===== src/rtl/zcu_pkg.sv =====
package zcu_pkg;

    localparam int WORD_W      = 44;
    localparam int TAP_W       = 2;
    localparam int N_TAPS      = 1 << TAP_W;
    localparam int N_CHAN      = 2;
    localparam int CHAN_LSB    = 32;   // bit CHAN_LSB+c enables slice c (0 right, 1 left)
    localparam int MODE_LSB    = 36;   // two bits, 2'b00 selects zero-cross release
    localparam int TAP_LSB     = 38;   // two bits, index into the tap pulses
    localparam int VOL_INF_LSB = 9;
    localparam int VOL_INF_W   = 6;
    localparam int FADER_LSB   = 28;
    localparam int FADER_W     = 4;

    typedef logic [WORD_W-1:0] word_t;

    typedef struct packed {
        logic             pending;
        logic             zc_mode;
        logic [TAP_W-1:0] tap;
        word_t            word;
    } ctl_t;

    typedef struct packed {
        logic  we;
        word_t word;
    } slice_t;

    function automatic logic wants_zc(input word_t w);
        return w[MODE_LSB +: 2] == 2'b00;
    endfunction

    function automatic logic [TAP_W-1:0] tap_of(input word_t w);
        return w[TAP_LSB +: TAP_W];
    endfunction

    function automatic logic vol_is_inf(input word_t w);
        return &w[VOL_INF_LSB +: VOL_INF_W];
    endfunction

    function automatic logic [FADER_W-1:0] fader_of(input word_t w);
        return w[FADER_LSB +: FADER_W];
    endfunction

endpackage


===== src/rtl/zcu_timeout.sv =====
module zcu_timeout #(
    parameter int TIMEOUT_CYC = 480000
) (
    input  logic clk,
    input  logic rst_n,
    input  logic load,
    input  logic run,
    output logic expire
);
    localparam int CNT_W = $clog2(TIMEOUT_CYC + 1);
    localparam logic [CNT_W-1:0] CNT_INIT = CNT_W'(TIMEOUT_CYC);
    localparam logic [CNT_W-1:0] CNT_LAST = CNT_W'(1);

    typedef struct packed {
        logic [CNT_W-1:0] cnt;
    } tmr_t;

    tmr_t tmr_d, tmr_q;

    always_comb begin
        tmr_d = tmr_q;
        if (load) begin
            tmr_d.cnt = CNT_INIT;
        end else if (run && tmr_q.cnt != '0) begin
            tmr_d.cnt = tmr_q.cnt - 1'b1;
        end
    end

    assign expire = run && !load && (tmr_q.cnt == CNT_LAST);

    always_ff @(posedge clk or negedge rst_n) begin
        if (!rst_n) tmr_q <= '0;
        else        tmr_q <= tmr_d;
    end

    // every commit that waits restarts the full window
    p_reload_r6: assert property (@(posedge clk) disable iff (!rst_n)
        load |=> tmr_q.cnt == CNT_INIT);

    // expiry is a single-cycle event
    p_expire_once_r5: assert property (@(posedge clk) disable iff (!rst_n)
        expire |=> !expire);

endmodule


===== src/rtl/zcu_chan_reg.sv =====
module zcu_chan_reg
    import zcu_pkg::*;
#(
    parameter logic [WORD_W-1:0] RESET_WORD = 44'h000_0000_7E00
) (
    input  logic               clk,
    input  logic               rst_n,
    input  logic               wr,
    input  word_t              wdata,
    input  logic               mute_n,
    output word_t              word_o,
    output logic               we_o,
    output logic [FADER_W-1:0] fader_o
);
    slice_t slc_d, slc_q;

    always_comb begin
        slc_d    = slc_q;
        slc_d.we = wr;
        if (wr) slc_d.word = wdata;
    end

    always_ff @(posedge clk or negedge rst_n) begin
        if (!rst_n) begin
            slc_q.we   <= 1'b0;
            slc_q.word <= RESET_WORD;
        end else begin
            slc_q <= slc_d;
        end
    end

    assign word_o  = slc_q.word;
    assign we_o    = slc_q.we;
    assign fader_o = (!mute_n || vol_is_inf(slc_q.word)) ? '1 : fader_of(slc_q.word);

    // the word never moves without the strobe
    p_hold_r12: assert property (@(posedge clk) disable iff (!rst_n)
        !slc_q.we |-> $stable(slc_q.word));

    // a write lands with its strobe one cycle later
    p_load_r12: assert property (@(posedge clk) disable iff (!rst_n)
        wr |=> (slc_q.we && slc_q.word == $past(wdata)));

endmodule


===== src/rtl/zc_update_ctrl.sv =====
module zc_update_ctrl
    import zcu_pkg::*;
#(
    parameter int                TIMEOUT_CYC = 480000,
    parameter logic [WORD_W-1:0] RESET_WORD  = 44'h000_0000_7E00
) (
    input  logic                clk,
    input  logic                rst_n,
    input  logic [WORD_W-1:0]   stage_word,
    input  logic                commit,
    input  logic [N_TAPS-1:0]   zc_pulse,
    input  logic                mute_n,
    output logic [WORD_W-1:0]   left_word_o,
    output logic                left_we_o,
    output logic [WORD_W-1:0]   right_word_o,
    output logic                right_we_o,
    output logic [FADER_W-1:0]  fader_left_o,
    output logic [FADER_W-1:0]  fader_right_o,
    output logic                pending_o,
    output logic                zc_mode_o,
    output logic [TAP_W-1:0]    tap_sel_o
);
    ctl_t  ctl_d, ctl_q;
    logic  commit_zc;
    logic  zc_hit;
    logic  expire;
    logic  fire;
    word_t fire_word;

    word_t              word_a [N_CHAN];
    logic               we_a   [N_CHAN];
    logic [FADER_W-1:0] fad_a  [N_CHAN];

    assign commit_zc = commit && wants_zc(stage_word);
    assign zc_hit    = zc_pulse[ctl_q.tap];

    // Commit has priority over any release of the held word.
    always_comb begin
        ctl_d     = ctl_q;
        fire      = 1'b0;
        fire_word = ctl_q.word;
        if (commit) begin
            ctl_d.zc_mode = commit_zc;
            ctl_d.tap     = tap_of(stage_word);
            if (commit_zc) begin
                ctl_d.pending = 1'b1;
                ctl_d.word    = stage_word;
            end else begin
                ctl_d.pending = 1'b0;
                fire          = 1'b1;
                fire_word     = stage_word;
            end
        end else if (ctl_q.pending && (zc_hit || expire)) begin
            ctl_d.pending = 1'b0;
            fire          = 1'b1;
        end
    end

    always_ff @(posedge clk or negedge rst_n) begin
        if (!rst_n) ctl_q <= '0;
        else        ctl_q <= ctl_d;
    end

    zcu_timeout #(.TIMEOUT_CYC(TIMEOUT_CYC)) u_timeout (
        .clk    (clk),
        .rst_n  (rst_n),
        .load   (commit_zc),
        .run    (ctl_q.pending),
        .expire (expire)
    );

    for (genvar c = 0; c < N_CHAN; c++) begin : g_chan
        zcu_chan_reg #(.RESET_WORD(RESET_WORD)) u_reg (
            .clk     (clk),
            .rst_n   (rst_n),
            .wr      (fire && fire_word[CHAN_LSB + c]),
            .wdata   (fire_word),
            .mute_n  (mute_n),
            .word_o  (word_a[c]),
            .we_o    (we_a[c]),
            .fader_o (fad_a[c])
        );
    end

    assign right_word_o  = word_a[0];
    assign right_we_o    = we_a[0];
    assign fader_right_o = fad_a[0];
    assign left_word_o   = word_a[1];
    assign left_we_o     = we_a[1];
    assign fader_left_o  = fad_a[1];
    assign pending_o     = ctl_q.pending;
    assign zc_mode_o     = ctl_q.zc_mode;
    assign tap_sel_o     = ctl_q.tap;

    // a waiting commit holds its payload back
    p_zc_holds_r3: assert property (@(posedge clk) disable iff (!rst_n)
        (commit && stage_word[MODE_LSB +: 2] == 2'b00) |=>
            (pending_o && !left_we_o && !right_we_o));

    // an immediate commit leaves nothing pending
    p_imm_clears_r2: assert property (@(posedge clk) disable iff (!rst_n)
        (commit && stage_word[MODE_LSB +: 2] != 2'b00) |=> !pending_o);

    // tap select follows the committed word at once
    p_tap_latch_r7: assert property (@(posedge clk) disable iff (!rst_n)
        commit |=> tap_sel_o == $past(stage_word[TAP_LSB +: TAP_W]));

    // no channel bit, no write
    p_chan_none_r8: assert property (@(posedge clk) disable iff (!rst_n)
        (commit && stage_word[MODE_LSB +: 2] != 2'b00 &&
         stage_word[CHAN_LSB +: 2] == 2'b00) |=> (!left_we_o && !right_we_o));

    // external mute wins over both slices
    p_mute_fader_r9: assert property (@(posedge clk) disable iff (!rst_n)
        !mute_n |-> (fader_left_o == '1 && fader_right_o == '1));

endmodule


===== config.mk =====
export PLATFORM = sky130hd
export DESIGN_NAME = zc_update_ctrl
export DESIGN_NICKNAME = d
export VERILOG_FILES = /design/src/rtl/zcu_pkg.sv /design/src/rtl/zcu_timeout.sv /design/src/rtl/zcu_chan_reg.sv /design/src/rtl/zc_update_ctrl.sv
export SDC_FILE = /design/constraint.sdc
export NUM_CORES = 1
export LEC_CHECK = 0
export ABC_AREA = 0
export ABC_CLOCK_PERIOD_IN_PS = 2560
export BUFFER_PORTS_ARGS = -buffer_cell sky130_fd_sc_hd__buf_4
export CORE_ASPECT_RATIO = 1.25
export CORE_MARGIN = 3
export CORE_UTILIZATION = 35
export CTS_CLUSTER_SIZE = 10
export DETAILED_ROUTE_END_ITERATION = 16
export PLACE_DENSITY = 0.55
export RECOVER_POWER = 100
export SYNTH_ARGS = -nofsm -noshare
export SYNTH_HDL_FRONTEND = slang
export SYNTH_SLANG_ARGS = --single-unit

===== constraint.sdc =====
create_clock -name clk -period 2.56 [get_ports clk]
set_input_delay 0 -clock clk [delete_from_list [all_inputs] [get_ports clk]]
set_output_delay 0 -clock clk [all_outputs]
set_load 0.03 [all_outputs]

Yosys cells after proc, flatten, opt, wreduce, memory -nomap -nowiden
Index checks and enable logic that the tools add are counted.
Cells by class
  add/sub/neg operators: 1
  mux-type cells: 14
  equal/unequal tests: 1
  reductions and logical operators: 19
  $lt $le $gt $ge: 1
Operators by type and width (count)
  44-bit two-way mux: 2
  19-bit two-way mux: 2
  19-bit by 1-bit equality test with 1-bit output (second input constant): 1
  19-bit nonzero test: 1
  19-bit by 1-bit subtractor with 19-bit output (second input constant): 1
  6-bit AND reduction: 2
  4-bit two-way mux: 2
  1-bit logical AND: 7
  1-bit two-way mux: 7
  2-bit nonzero test: 2
  1-bit logical OR: 3
  2-bit by 3-bit < comparator with 1-bit output (second input constant): 1
  1-bit binary-select mux with 2-bit select: 1
  1-bit zero test: 2
  2-bit zero test: 1
  2-bit AND reduction: 1
Storage, ports and cells
  register bits: 157
  output and inout port bits: 102
  logic and storage cells: 45

Depth between registers and ports, before layout
  depth in word-level cells: 10
  depth in mapped cells: 8
  gate-level depth less buffers: 7

By module
A second synthesis with hierarchy kept.
Second synthesis, totals
  cells, all modules: 502
  area, all modules: 7602.3 sq um
Modules (own cells, without submodules)
  zcu_chan_reg: instances 2, cells an instance 104, area an instance 1925.6 sq um
  zc_update_ctrl: instances 1, cells an instance 170, area an instance 2557.5 sq um
  zcu_timeout: instances 1, cells an instance 124, area an instance 1193.6 sq um

Worst setup path before layout
OpenSTA, ideal clock, no wires.
  kind: register to register
  start: reg u_timeout.tmr_q[13] in the netlist's numbering
  end: reg g_chan[1].u_reg.slc_q (netlist bit g_chan[1].u_reg.word_o[34])
  slack: 0.664 ns
  library setup time: 0.087 ns
  data arrival time: 1.809 ns
  stages on the path, launching flop included: 8
  cell sequence: dfrtp_1 nor4_2 and3_1 buf_4 a41o_1 nand4_1 buf_2 a22oi_1
Between the ends
  word-level cells in the longest chain between the ends: 7
RTL lines
  start, declared: RTL line zcu_timeout.sv:18  | tmr_t tmr_d, tmr_q;
  start signal, assigned: RTL line zcu_timeout.sv:33  | else tmr_q <= tmr_d;
  19-bit by 1-bit equality test with 1-bit output: RTL line zcu_timeout.sv:29  | assign expire = run && !load && (tmr_q.cnt == CNT_LAST);
  1-bit logical AND: RTL line zcu_timeout.sv:29
  1-bit logical OR: RTL line zc_update_ctrl.sv:53  | end else if (ctl_q.pending && (zc_hit || expire)) begin
  1-bit logical AND: RTL line zc_update_ctrl.sv:53
  1-bit two-way mux: RTL line zc_update_ctrl.sv:53
  1-bit two-way mux: RTL line zc_update_ctrl.sv:42  | if (commit) begin
  1-bit logical AND: RTL line zc_update_ctrl.sv:76  | .wr (fire && fire_word[CHAN_LSB + c]),
  end signal, assigned: RTL line zcu_chan_reg.sv:28  | slc_q <= slc_d;
  end, declared: RTL line zcu_chan_reg.sv:15  | slice_t slc_d, slc_q;
No other way between the ends.
A chain may end at the register's enable or synchronous reset.

Worst setup path after layout
  start: reg u_timeout.tmr_q[13] in the netlist's numbering
  end: reg u_timeout.tmr_q[17] in the netlist's numbering
Between the ends
  word-level cells in the longest chain between the ends: 3
  elaborated cells between the ends (all ways): 6
RTL lines
  19-bit by 1-bit subtractor with 19-bit output / 19-bit nonzero test (equally long branches): RTL line zcu_timeout.sv:25, zcu_timeout.sv:24
  19-bit two-way mux / 1-bit logical AND (equally long branches): RTL line zcu_timeout.sv:24  | end else if (run && tmr_q.cnt != '0) begin
  19-bit two-way mux / 2-bit nonzero test (equally long branches)
Several ways; a longest one is shown, not always the timed one. The select of a mux whose other input is x is not followed.

==> Implementation_results.wiki <==
{| class="wikitable"
! Metric !! Value
|-
| Post CTS Setup Buffer Count || 0
|-
| First-pass GRT wire length || 33400 µm
|-
| Startpoint kind of the worst setup timing path || register
|-
| Drt wl/cell || 18.3 µm
|-
| Inserted Clock Buffers || 17
|-
| Endpoint kind of the worst setup timing path || register
|-
| Number of buffers added to fix hold violations after cts || 46
|-
| Worst supply voltage drop on vdd || 0.519 mV
|-
| RSZ-0062 raised after global routing || false
|-
| Horiz. Die Dim || 135 µm
|-
| Proportion of layout cells with a drive suffix above 1 || 0.152
|-
| Dpl ws || 0.381 ns
|-
| Final Util || 0.443
|-
| Number of non-filler instances in the completed layout || 1149
|-
| Static leakage || 0.00399 µW
|-
| Measured slew at the worst slew-check pin || 1.76 ns
|-
| Site Rows || 58
|-
| Fmax || 436 MHz
|-
| Number of primary I/O pins || 154
|-
| Post-layout worst setup margin || 0.269 ns
|-
| Category of the most critical setup path || register to register
|-
| Number of global-route vias before repair || 5987
|-
| Hold/Removal Path Class || input pin to register
|-
| Post-Route WL || 21100 µm
|-
| Clock network power share || 0.298
|-
| Starting density of the core || 0.361
|-
| Cells after Synth || 678
|-
| CP Data Arrival Time || 2.60 ns
|-
| Root buf cell || sky130_fd_sc_hd__clkbuf_16
|-
| I/O Buffers || 153
|-
| Antenna violations before repair || 0
|-
| Initial DRC count || 281
|-
| Post-synth top flop || sky130_fd_sc_hd__dfrtp_1
|-
| Clock transition at path regs || 0.06 ns
|-
| DR vias/cell || 5.02
|-
| Power Total || 8360 µW
|-
| Synth Register Bits || 157
|-
| Core area || 20300 µm²
|-
| Total instance count after detailed placement || 1071
|-
| Synthesized netlist net count || 732
|-
| Clock Latency Late Sink || 0.43 ns
|-
| Final-stage net count || 920
|-
| Largest net degree at the start of global routing || 71
|-
| Switching power as a share of total power || 0.370
|-
| Worst-case clock buffer depth || 2
|-
| Final clock skew || 0.00934 ns
|-
| Relative contribution of sequential cells to total power || 0.412
|-
| Final Hold Viols || 0
|-
| Global-route usage over all layers || 0.188
|-
| Per-instance average area after synthesis || 10.8 µm²
|-
| CTS tree || built
|-
| Max_slew headroom || -0.173
|-
| Required arrival time at the worst endpoint || 2.87 ns
|-
| Power density normalized to cell area || 929 nW/µm²
|-
| Internal power of the cells || 5270 µW
|-
| Ys Warns || 0
|-
| Most common cell after layout, fill and taps aside || sky130_fd_sc_hd__dfrtp_1
|-
| Portion of the post-synthesis area used by sequential elements || 0.538
|-
| Post-layout min period || 2.29 ns
|-
| Combinational share of power || 0.290
|-
| Async SR Flop Fraction || 1.00
|-
| Max-capacitance violation count || 1
|-
| DRC Markers || 0
|-
| Global route overflow || 0
|-
| Relative area change from synthesis to final layout || 22.9%
|-
| Violations in the final reports || capacitance limit, slew limit
|-
| Number of clock sinks || 157
|-
| HPWL reported at the end of detailed placement || 13500 µm
|-
| Share of the cycle needed by the critical path after routing || 0.895
|-
| Overall die area || 22700 µm²
|-
| Number of search-and-repair iterations in the first detailed-routing pass || 6
|-
| Post-synth EDFFs || 0
|-
| Die Y || 168 µm
|-
| Count of vias placed by the detailed router || 5767
|-
| Net load switching power || 3090 µW
|-
| Number of H-tree levels || 4
|-
| Final setup vio count || 0
|-
| Pins over their slew limit || 71
|-
| Setup TNS after final layout || 0 ns
|-
| Routability congestion estimate || 0.850
|-
| Cells resized by post-CTS repair || 0
|-
| Post-synth cell types || 47
|-
| Diode insertion count for antenna repair || 0
|-
| Post-Synthesis Cell Area || 7330 µm²
|-
| Most used cells in the layout excluding fill and tap cells || sky130_fd_sc_hd__dfrtp_1 (145), sky130_fd_sc_hd__nand2_1 (144), sky130_fd_sc_hd__clkbuf_1 (104)
|-
| Max Fanout on Critical Path || 9
|-
| Post-DRT Antenna Nets || 0
|-
| Run status || finished, violations left
|}
==> metrics by stage <==
step           instance area, µm²  hold slack (ns)
2_1_floorplan                7330           -0.296
3_3_place_gp                 8770           0.0396
3_5_place_dp                 8770           0.0519
4_1_cts                      9800            0.152
5_1_grt                      9010            0.230
6_report                     9010            0.161
==> synth_stat cells, types with 3 or more instances <==
cell / count / share of area
sky130_fd_sc_hd__o31ai_1: 3 / 0.0031
sky130_fd_sc_hd__clkbuf_1: 23 / 0.012
sky130_fd_sc_hd__mux2_1: 3 / 0.0046
sky130_fd_sc_hd__nor2_1: 95 / 0.049
sky130_fd_sc_hd__nor3b_1: 4 / 0.0041
sky130_fd_sc_hd__dfrtp_1: 145 / 0.50
sky130_fd_sc_hd__buf_1: 5 / 0.0026
sky130_fd_sc_hd__a22oi_2: 78 / 0.13
sky130_fd_sc_hd__buf_4: 4 / 0.0041
sky130_fd_sc_hd__mux2i_1: 40 / 0.055
sky130_fd_sc_hd__buf_6: 9 / 0.014
sky130_fd_sc_hd__dfstp_2: 12 / 0.043
sky130_fd_sc_hd__xnor2_1: 8 / 0.0096
sky130_fd_sc_hd__or3_1: 3 / 0.0026
sky130_fd_sc_hd__a21oi_1: 6 / 0.0041
sky130_fd_sc_hd__a31oi_1: 3 / 0.0026
sky130_fd_sc_hd__a21o_1: 5 / 0.0051
sky130_fd_sc_hd__nand3b_1: 3 / 0.0031
sky130_fd_sc_hd__and3_1: 5 / 0.0043
sky130_fd_sc_hd__o21ai_0: 4 / 0.0027
sky130_fd_sc_hd__buf_2: 8 / 0.0055
sky130_fd_sc_hd__nand4_1: 6 / 0.0051
sky130_fd_sc_hd__nor4_1: 3 / 0.0026
sky130_fd_sc_hd__nand3_1: 6 / 0.0041
sky130_fd_sc_hd__mux2_4: 3 / 0.0061
sky130_fd_sc_hd__inv_1: 7 / 0.0036
sky130_fd_sc_hd__nand2_1: 144 / 0.074
sky130_fd_sc_hd__and2_1: 3 / 0.0026
sky130_fd_sc_hd__nor3_1: 5 / 0.0034
sky130_fd_sc_hd__or2_2: 9 / 0.0077
sky130_fd_sc_hd__xor2_1: 3 / 0.0036
==> state kept, by name, indices dropped and copies added (netlist names) <==
register and count:
pending_o 1, tap_sel_o 2, u_timeout.tmr_q 19, zc_mode_o 1, ctl_q 44, g_chan.u_reg.we_o 2, g_chan.u_reg.word_o 88
==> routing by layer <==
layer / track usage / up-vias / wire length [µm]
met2: 0.313 / 149 / 10500
met1: 0.251 / 2891 / 9280
met3: 0.0374 / 18 / 1000
li1: - / 2709 / -
met5: 0 / - / 0
met4: 0.0473 / 0 / 287
==> final cells by class <==
| type | instances | area [µm²] |
|---|---|---|
| fill | 2040 | 11300 |
| sequential | 157 | 3940 |
| inverter | 7 | 26.3 |
| tap | 270 | 338 |
| clock inverter | 12 | 120 |
| multi-input combinational | 465 | 2710 |
| timing repair buffer | 218 | 1410 |
| clock buffer | 20 | 457 |
==> kinds of logic after synthesis <==
family / Yosys count / synth area share
AO/OA/AOI/OAI: 110 / 0.163
XOR/XNOR: 11 / 0.0131
adder cells (fa/ha/maj): 2 / 0.00341
buffers and inverters: 56 / 0.0413
flip-flops: 157 / 0.538
multiplexers: 49 / 0.0715
AND/OR/NAND/NOR: 293 / 0.169
==> worst max-delay path: stages (launching register included) <==
cell and delay (ns):
sky130_fd_sc_hd__dfrtp_1 0.41, sky130_fd_sc_hd__nor4_2 0.46, sky130_fd_sc_hd__and3_1 0.25, sky130_fd_sc_hd__clkbuf_1 0.31
sky130_fd_sc_hd__a31oi_1 0.31, sky130_fd_sc_hd__a31o_1 0.29, sky130_fd_sc_hd__a21o_1 0.15
==> worst paths after layout <==
kind	from	to	slack, ns	cells after the start
max	u_timeout.tmr_q[13]	u_timeout.tmr_q[17]	0.27	6
min in group asynchronous	rst_n	g_chan[1].u_reg.word_o[23]	0.58	2
min reg2reg	g_chan[1].u_reg.word_o[33]	g_chan[1].u_reg.word_o[33]	0.47	1
max reg2reg	u_timeout.tmr_q[13]	u_timeout.tmr_q[17]	0.27	6
max in group asynchronous	rst_n	g_chan[1].u_reg.word_o[3]	0.55	3
min	zc_pulse[3]	pending_o	0.16	4
==> power by group through the flow <==
stage               clock (µW)  sequential (µW)  combinational, µW
floorplan                    0             4090               1180
global placement             0             3490               2840
detailed placement           0             3510               2890
CTS                       2530             3460               2960
global route              2630             3520               2660
finish                    2490             3450               2420
No activity file was read; power rests on OpenSTA's default activity.
